**config.mk**
```make
export PLATFORM = sky130hd
export DESIGN_NAME = xnp_neuron
export DESIGN_NICKNAME = d
export VERILOG_FILES = /design/src/rtl/xnp_pkg.sv /design/src/rtl/xnp_plane_stage.sv /design/src/rtl/xnp_accum_norm.sv /design/src/rtl/xnp_quant.sv /design/src/rtl/xnp_neuron.sv
export SDC_FILE = /design/constraint.sdc
export NUM_CORES = 1
export LEC_CHECK = 0
export BUFFER_PORTS_ARGS = -buffer_cell sky130_fd_sc_hd__buf_4
export CAP_MARGIN = 5
export CELL_PAD_IN_SITES_DETAIL_PLACEMENT = 0
export CELL_PAD_IN_SITES_GLOBAL_PLACEMENT = 1
export CORE_MARGIN = 1
export CORE_UTILIZATION = 42
export DETAILED_ROUTE_END_ITERATION = 10
export PLACE_DENSITY_LB_ADDON = 0.05
export SETUP_SLACK_MARGIN = 0.5
export SYNTH_ARGS = -nofsm -noshare
export SYNTH_HDL_FRONTEND = slang
export SYNTH_SLANG_ARGS = --single-unit
export TNS_END_PERCENT = 30
```
**constraint.sdc**
```tcl
create_clock -name clk -period 6.2 [get_ports clk]
set_clock_uncertainty 0.2 [all_clocks]
set_input_delay 1.24 -clock clk [delete_from_list [all_inputs] [get_ports clk]]
set_output_delay 1.24 -clock clk [all_outputs]
set_load 0.02 [all_outputs]
```
**src/rtl/xnp_pkg.sv**
```systemverilog
package xnp_pkg;
    typedef logic [1:0] qcode_t;
    localparam int QCODE_MAX = 3;
endpackage

```
**src/rtl/xnp_plane_stage.sv**
```systemverilog
module xnp_plane_stage #(
    parameter int N_IN    = 27,
    parameter int ACT_W   = 2,
    parameter int SCALE_W = 8,
    parameter int OFF_W   = 12,
    localparam int PC_W   = $clog2(N_IN + 1)
) (
    input  logic                      clk,
    input  logic                      rst_n,
    input  logic                      in_valid,
    input  logic [N_IN*ACT_W-1:0]     in_act,
    input  logic [N_IN-1:0]           in_weight,
    input  logic signed [SCALE_W-1:0] in_scale,
    input  logic signed [OFF_W-1:0]   in_offset,
    output logic                      s1_valid,
    output logic [ACT_W*PC_W-1:0]     s1_count,
    output logic signed [SCALE_W-1:0] s1_scale,
    output logic signed [OFF_W-1:0]   s1_offset
);
    typedef struct packed {
        logic                      v;
        logic [ACT_W*PC_W-1:0]     cnt;
        logic signed [SCALE_W-1:0] sc;
        logic signed [OFF_W-1:0]   off;
    } st1_t;

    st1_t st_d, st_q;
    logic [ACT_W*PC_W-1:0] cnt_all;

    // one agreement counter per activation bit-plane
    for (genvar p = 0; p < ACT_W; p++) begin : g_plane
        logic [N_IN-1:0] agree;
        logic [PC_W-1:0] tally;
        always_comb begin
            for (int i = 0; i < N_IN; i++) begin
                agree[i] = ~(in_act[i*ACT_W + p] ^ in_weight[i]);
            end
            tally = '0;
            for (int i = 0; i < N_IN; i++) begin
                tally = tally + PC_W'(agree[i]);
            end
        end
        assign cnt_all[p*PC_W +: PC_W] = tally;
    end

    always_comb begin
        st_d   = st_q;
        st_d.v = in_valid;
        if (in_valid) begin
            st_d.cnt = cnt_all;
            st_d.sc  = in_scale;
            st_d.off = in_offset;
        end
    end

    always_ff @(posedge clk or negedge rst_n) begin
        if (!rst_n) st_q <= '0;
        else        st_q <= st_d;
    end

    assign s1_valid  = st_q.v;
    assign s1_count  = st_q.cnt;
    assign s1_scale  = st_q.sc;
    assign s1_offset = st_q.off;
endmodule

```
**src/rtl/xnp_accum_norm.sv**
```systemverilog
module xnp_accum_norm #(
    parameter int N_IN    = 27,
    parameter int ACT_W   = 2,
    parameter int SCALE_W = 8,
    parameter int OFF_W   = 12,
    localparam int PC_W   = $clog2(N_IN + 1),
    localparam int ACC_W  = $clog2(((2**ACT_W) - 1) * N_IN + 1) + 1,
    localparam int MUL_W  = ACC_W + SCALE_W,
    localparam int T_W    = ((MUL_W > OFF_W) ? MUL_W : OFF_W) + 1
) (
    input  logic                      clk,
    input  logic                      rst_n,
    input  logic                      s1_valid,
    input  logic [ACT_W*PC_W-1:0]     s1_count,
    input  logic signed [SCALE_W-1:0] s1_scale,
    input  logic signed [OFF_W-1:0]   s1_offset,
    output logic                      s2_valid,
    output logic signed [T_W-1:0]     s2_t
);
    localparam logic signed [ACC_W-1:0] N_S = ACC_W'(N_IN);

    typedef struct packed {
        logic                  v;
        logic signed [T_W-1:0] t;
    } st2_t;

    st2_t st_d, st_q;
    logic signed [ACC_W-1:0] sum;
    logic signed [ACC_W-1:0] term;
    logic signed [T_W-1:0]   sx, cx, ox;

    always_comb begin
        sum  = '0;
        term = '0;
        for (int p = 0; p < ACT_W; p++) begin
            term = $signed({{(ACC_W-PC_W){1'b0}}, s1_count[p*PC_W +: PC_W]});
            term = (term <<< 1) - N_S;
            sum  = sum + (term <<< p);
        end
        sx = T_W'(sum);
        cx = T_W'(s1_scale);
        ox = T_W'(s1_offset);
        st_d   = st_q;
        st_d.v = s1_valid;
        if (s1_valid) begin
            st_d.t = sx * cx + ox;
        end
    end

    always_ff @(posedge clk or negedge rst_n) begin
        if (!rst_n) st_q <= '0;
        else        st_q <= st_d;
    end

    assign s2_valid = st_q.v;
    assign s2_t     = st_q.t;

    a_r2_valid_step: assert property (@(posedge clk) disable iff (!rst_n)
        s1_valid |=> s2_valid);
endmodule

```
**src/rtl/xnp_quant.sv**
```systemverilog
module xnp_quant
    import xnp_pkg::*;
#(
    parameter int T_W  = 17,
    parameter int FRAC = 4
) (
    input  logic                  clk,
    input  logic                  rst_n,
    input  logic                  s2_valid,
    input  logic signed [T_W-1:0] s2_t,
    output logic                  q_valid,
    output qcode_t                q_code
);
    localparam logic signed [T_W-1:0] HALF = T_W'(1 << (FRAC - 1));
    localparam logic signed [T_W-1:0] TOP  = T_W'(QCODE_MAX);

    typedef struct packed {
        logic   v;
        qcode_t code;
    } st3_t;

    st3_t st_d, st_q;
    logic signed [T_W-1:0] rnd;
    logic                  too_low, too_high;

    always_comb begin
        rnd      = (s2_t + HALF) >>> FRAC;
        too_low  = rnd < 0;
        too_high = rnd > TOP;
        st_d     = st_q;
        st_d.v   = s2_valid;
        if (s2_valid) begin
            if (too_low)       st_d.code = '0;
            else if (too_high) st_d.code = qcode_t'(QCODE_MAX);
            else               st_d.code = rnd[1:0];
        end
    end

    always_ff @(posedge clk or negedge rst_n) begin
        if (!rst_n) st_q <= '0;
        else        st_q <= st_d;
    end

    assign q_valid = st_q.v;
    assign q_code  = st_q.code;

    a_r5_clip_low: assert property (@(posedge clk) disable iff (!rst_n)
        (s2_valid && too_low) |=> (q_code == 2'd0));
    a_r6_clip_high: assert property (@(posedge clk) disable iff (!rst_n)
        (s2_valid && too_high) |=> (q_code == 2'd3));
    a_r8_hold_code: assert property (@(posedge clk) disable iff (!rst_n)
        !q_valid |-> $stable(q_code));
endmodule

```
**src/rtl/xnp_neuron.sv**
```systemverilog
module xnp_neuron
    import xnp_pkg::*;
#(
    parameter int N_IN    = 27,
    parameter int ACT_W   = 2,
    parameter int SCALE_W = 8,
    parameter int OFF_W   = 12,
    parameter int FRAC    = 4
) (
    input  logic                      clk,
    input  logic                      rst_n,
    input  logic                      in_valid,
    input  logic [N_IN*ACT_W-1:0]     in_act,
    input  logic [N_IN-1:0]           in_weight,
    input  logic signed [SCALE_W-1:0] in_scale,
    input  logic signed [OFF_W-1:0]   in_offset,
    output logic                      out_valid,
    output logic [1:0]                out_code
);
    localparam int PC_W  = $clog2(N_IN + 1);
    localparam int ACC_W = $clog2(((2**ACT_W) - 1) * N_IN + 1) + 1;
    localparam int MUL_W = ACC_W + SCALE_W;
    localparam int T_W   = ((MUL_W > OFF_W) ? MUL_W : OFF_W) + 1;

    logic                      s1_valid;
    logic [ACT_W*PC_W-1:0]     s1_count;
    logic signed [SCALE_W-1:0] s1_scale;
    logic signed [OFF_W-1:0]   s1_offset;
    logic                      s2_valid;
    logic signed [T_W-1:0]     s2_t;
    qcode_t                    code_q;

    xnp_plane_stage #(.N_IN(N_IN), .ACT_W(ACT_W), .SCALE_W(SCALE_W), .OFF_W(OFF_W)) i_plane (
        .clk(clk), .rst_n(rst_n), .in_valid(in_valid), .in_act(in_act),
        .in_weight(in_weight), .in_scale(in_scale), .in_offset(in_offset),
        .s1_valid(s1_valid), .s1_count(s1_count), .s1_scale(s1_scale), .s1_offset(s1_offset)
    );

    xnp_accum_norm #(.N_IN(N_IN), .ACT_W(ACT_W), .SCALE_W(SCALE_W), .OFF_W(OFF_W)) i_norm (
        .clk(clk), .rst_n(rst_n), .s1_valid(s1_valid), .s1_count(s1_count),
        .s1_scale(s1_scale), .s1_offset(s1_offset), .s2_valid(s2_valid), .s2_t(s2_t)
    );

    xnp_quant #(.T_W(T_W), .FRAC(FRAC)) i_quant (
        .clk(clk), .rst_n(rst_n), .s2_valid(s2_valid), .s2_t(s2_t),
        .q_valid(out_valid), .q_code(code_q)
    );

    assign out_code = code_q;
endmodule

```
-- Yosys cells after proc, flatten, opt, wreduce, memory -nomap -nowiden
Index checks and enable logic that the tools add are counted.
- logic and storage cells: 178
- bits in latches: 0
- memories: 0
- memory bits (writable): 0
- output and inout port bits: 3
- flip-flop bits (word level): 52
- input bits: 104
- ROM bits: 0
- equal/unequal tests: 0
- reduce and logical (&&, ||, !) cells: 0
- bitwise gates (word level): 108
- order comparisons: 2
- add/subtract/negate cells: 57
- div/mod/pow operators: 0
- multiplexer cells: 2
- multipliers: 1
- shift-type cells: 0
- operators with widths (cell ; count):
    $add A5 B1 Y5 ; 50
    $not A1 Y1 ; 54
    $xor A1 B1 Y1 ; 54
    $add A16 B12 Y17 ; 1
    $add A17 B5 Y17 const B ; 1
    $mul A8 B8 Y16 ; 1
    $sub A6 B5 Y7 const B ; 2
    $gt A13 B3 Y1 const B ; 1
    $lt A13 B1 Y1 const B ; 1
    $add A7 B8 Y8 ; 1
    $add A1 B1 Y2 ; 2
    $mux W2 ; 2

-- Logic depth before layout (Yosys ltp)
- depth after elaboration: 28
- depth in mapped cells: 23

-- By module
A second synthesis with hierarchy kept.
- cell total of the unflattened synthesis: 662
- area, all modules: 7043.0 um^2
- by module, submodules not included (module ; seq. area each (um^2) ; cells an instance ; area each (um^2) ; times used):
    xnp_accum_norm ; 450.4 ; 375 ; 3758.6 ; 1
    xnp_plane_stage ; 775.7 ; 241 ; 2921.6 ; 1
    xnp_quant ; 75.1 ; 46 ; 362.8 ; 1

-- Worst setup path after synthesis
Ideal clock, no wire load.
- path type: reg-to-reg
- from: register i_plane.st_q (netlist bit i_plane.s1_count[1])
- to: register i_norm.st_q (netlist bit i_norm.s2_t[15])
- period minus slack after synthesis: 6320 ps
- stages on the path, launching flop included: 24
- slack: -120 ps
- setup time: 125 ps
- arrival time: 5995 ps
- path through: dfrtp_1 > ha_1 > xor2_1 > ha_1 > inv_1 > o21bai_1 > a31oi_1 > xnor2_1 > clkbuf_1 > and2_1 > fa_1 > fa_1 > inv_1 > fa_1 > inv_1 > fa_1 > ha_1 > ha_1 > a21o_1 > a21o_1 > a21oi_1 > o21ai_0 > xor2_1 > mux2_2
- longest elaborated chain between the ends: 4
- ends and longest elaborated chain (element ; RTL line ; source):
    from (decl) ; xnp_plane_stage.sv:27 ; st1_t st_d, st_q;
    from (signal assigned) ; xnp_plane_stage.sv:58 ; else st_q <= st_d;
    $sub A6 B5 Y7 ; xnp_accum_norm.sv:37 ; term = (term <<< 1) - N_S;
    $add A7 B8 Y8 ; xnp_accum_norm.sv:38 ; sum = sum + (term <<< p);
    $mul A8 B8 Y16 ; xnp_accum_norm.sv:46 ; st_d.t = sx * cx + ox;
    $add A16 B12 Y17 ; xnp_accum_norm.sv:46 ;
    to (signal assigned) ; xnp_accum_norm.sv:52 ; else st_q <= st_d;
    to (decl) ; xnp_accum_norm.sv:27 ; st2_t st_d, st_q;
No other way between the ends.
A chain may end at the register's enable or synchronous reset.

-- Worst setup path after layout
- from: register i_plane.st_q (netlist bit i_plane.s1_count[2])
- to: register i_norm.st_q (netlist bit i_norm.s2_t[16])
Same word-level chain as after synthesis.

==> results.yml <==
global_route:
  antenna_found_initial: 0
  grt_max_degree: 50
  grt_pass1_wl_um: 24200
  overflow: 0
  first_global_vias: 5315
  grt_util_all_layers_pct: 18.4
route:
  vias: 4770
  postRouteAntennaNets: 0
  drc: 0
  dr.pass1.iters: 4
  vias_per_cell: 4.73
  drtIter0Drc: 144
  wl_per_cell_um: 13.5
  drt_wl_total_um: 13600
sta:
  rsz0062_at_grt: "true"
  relSlewSlack_pct: 53.0
  finalSetupViolCount: 0
  min_period_over_period_pct: 96.2
  hold_viol: 0
  tightest_slew_ns: 0.705
  slew_viol_final: 0
  period_minus_slack_ns: 5.96
  fmaxAchievable_ghz: 0.168
critical_path:
  crit_arrival_ns: 5.94
  critPathKind: "reg2reg"
  required_ns: 6.18
  setup.worst_path.end_class: "flop"
  cp_cell_sequence: "ha_4 > xor2_1 > ha_1 > inv_2 > o21bai_4 > a31oi_2 > xnor2_1 > buf_4 > and2_4 > fa_1 > buf_4 > inv_1 > fa_1 > inv_1 > fa_1 > fa_1 > ha_4 > ha_4 > nor4_1 > o21ai_2 > o311ai_4 > a211oi_2 > xnor2_1 > mux2_4"
  critPathBufInv: 5
  critPathMaxFanout: 8
  start_kind: "flop"
  slowest_stage: "fa_1"
  path_common_cell: "fa_1"
  cpPeakStageDelay_ns: 0.54
  path_delay_family: "adder cells"
placement:
  gp_congestion: 0.790
  dp_hpwl_um: 11900
  numPortBuffers: 106
  dp_cells: 988
final_layout:
  antenna_cells: 0
  layout.cells.most_common: "buf_4"
  instances_no_fill: 1009
  final_cell_mix: "buf_4 (138), inv_1 (123), fa_1 (103), xor2_1 (47), dfrtp_1 (47)"
  nNetsFinal: 1067
  drive_gt1_share_pct: 29.9
  area_growth_pct: 27.3
synth:
  synth-edff-count: 0
  avgSynthCellArea_um2: 10.4
  netlist_instances: 654
  yosysUniqueCellTypes: 37
  yosysSeqAreaShare_pct: 18.1
  ys_warn_count: 0
  ys_seq_elements: 49
  synth-main-ff-cell: "dfrtp_1"
  netlist_area_um2: 6790
  syn-num-nets: 929
  async_flop_share_pct: 100
floorplan:
  num_rows: 46
  core-area_um2: 15800
  io_pins: 107
  start_util_pct: 42.9
  die_area_um2: 16700
  chipHeight_um: 129
  die_w_um: 129
cts:
  cts_tree: "done"
  root_buffer: "clkbuf_16"
  holdBufCountCts: 0
  numCtsBuffers: 5
  clkTransAtPathRegs_ns: 0.07
  clock_latency_ns: 0.29
  h-tree-depth: 2
  numClockSinks: 49
  clk_path_buf_depth: 2
job:
  cap_viol_max_count: 0
status:
  status: "finished clean"
min_path:
  hold_class: "reg2reg"
cells in the mapped netlist (2+ instances only):
cell type | count | area (um^2)
mux2_2 | 29 | 327
and3_1 | 3 | 18.8
o22ai_1 | 2 | 12.5
nand4_1 | 3 | 18.8
and2_1 | 21 | 131
o21bai_1 | 3 | 22.5
nor2_1 | 14 | 52.6
clkbuf_1 | 6 | 22.5
nand3_1 | 5 | 25.0
nor4_1 | 2 | 12.5
buf_1 | 2 | 7.51
inv_1 | 129 | 484
nand2_1 | 35 | 131
a21oi_1 | 20 | 100
xor2_1 | 49 | 429
fa_1 | 107 | 2140
ha_1 | 64 | 801
o21ai_0 | 15 | 75.1
o211ai_1 | 2 | 15.0
a21o_1 | 10 | 75.1
a211oi_1 | 7 | 52.6
nor2b_1 | 16 | 100
nand2b_1 | 6 | 37.5
a32oi_1 | 2 | 17.5
a31oi_1 | 2 | 12.5
nor3_1 | 3 | 15.0
dfrtp_1 | 49 | 1230
xnor2_1 | 39 | 342
final timing paths:
path | end | start | slack [ns] | cells after the start
worst max-delay path | i_norm.s2_t[16] | i_plane.s1_count[2] | 0.24 | 24
worst min-delay path | i_quant.q_valid | i_norm.s2_valid | 0.29 | 0
worst max register to register | i_norm.s2_t[16] | i_plane.s1_count[2] | 0.24 | 24
worst min register to register | i_quant.q_valid | i_norm.s2_valid | 0.29 | 0
max in group asynchronous | i_plane.s1_count[1] | rst_n | 4.58 | 1
min in group asynchronous | i_plane.s1_offset[0] | rst_n | 0.76 | 1
timing repair:
action	4_1_cts	5_1_grt
setup endpoints to repair	13	16
pin swaps	5	29
resized for setup	3	31
buffers inserted	4	9
metal layers:
metal / up-vias / routed length [um] / GRT usage, %
li1: 2328 / - / -
met1: 2330 / 5530 / 21.8
met2: 104 / 7380 / 34.9
met3: 8 / 621 / 3.01
met4: 0 / 102 / 3.11
met5: - / 0 / 0
sequential cells by signal, summed over array words and instances, names as in the netlist:
name / cells
i_norm.s2_valid: 1
i_plane.s1_scale: 8
i_quant.q_code: 2
i_norm.s2_t: 14
i_plane.s1_offset: 12
i_quant.q_valid: 1
i_plane.s1_valid: 1
i_plane.s1_count: 10
metrics by stage:
step	area [um^2]	util (%)	hold slack, ns	setup WS (ns)	TNS, ns
after detailed placement	8220	51.9	0.285	-0.106	-0.196
after global routing	8640	54.6	0.323	0.00483	0
after CTS	8400	53.0	0.301	0.146	0
after global placement	8220	51.9	0.288	-0.0570	-0.0665
after floorplan	7040	-	0.152	0.274	0
final	8640	54.6	0.285	0.236	0
cell type report:
class / count / area [um^2]
fillers: 1450 / 7190
multi-input cells: 468 / 5460
flip-flops and latches: 49 / 1230
repair buffers: 139 / 1050
inverters: 129 / 484
well taps: 216 / 270
clock buffers: 6 / 129
clock inverters: 2 / 13.8
cells by family after synthesis:
| kind of cell | share of synthesized area, % |
|---|---|
| AOI/OAI and AO/OA | 6.08 |
| xor gates and xnor gates | 11.4 |
| adders and majority gates | 43.4 |
| buffers and inverters | 7.58 |
| DFF | 18.1 |
| muxes | 5.18 |
| and+or+nand+nor | 8.37 |
Power is not shown: default switching activity piles up to over one toggle a cycle in this logic, so the estimate is an artifact.
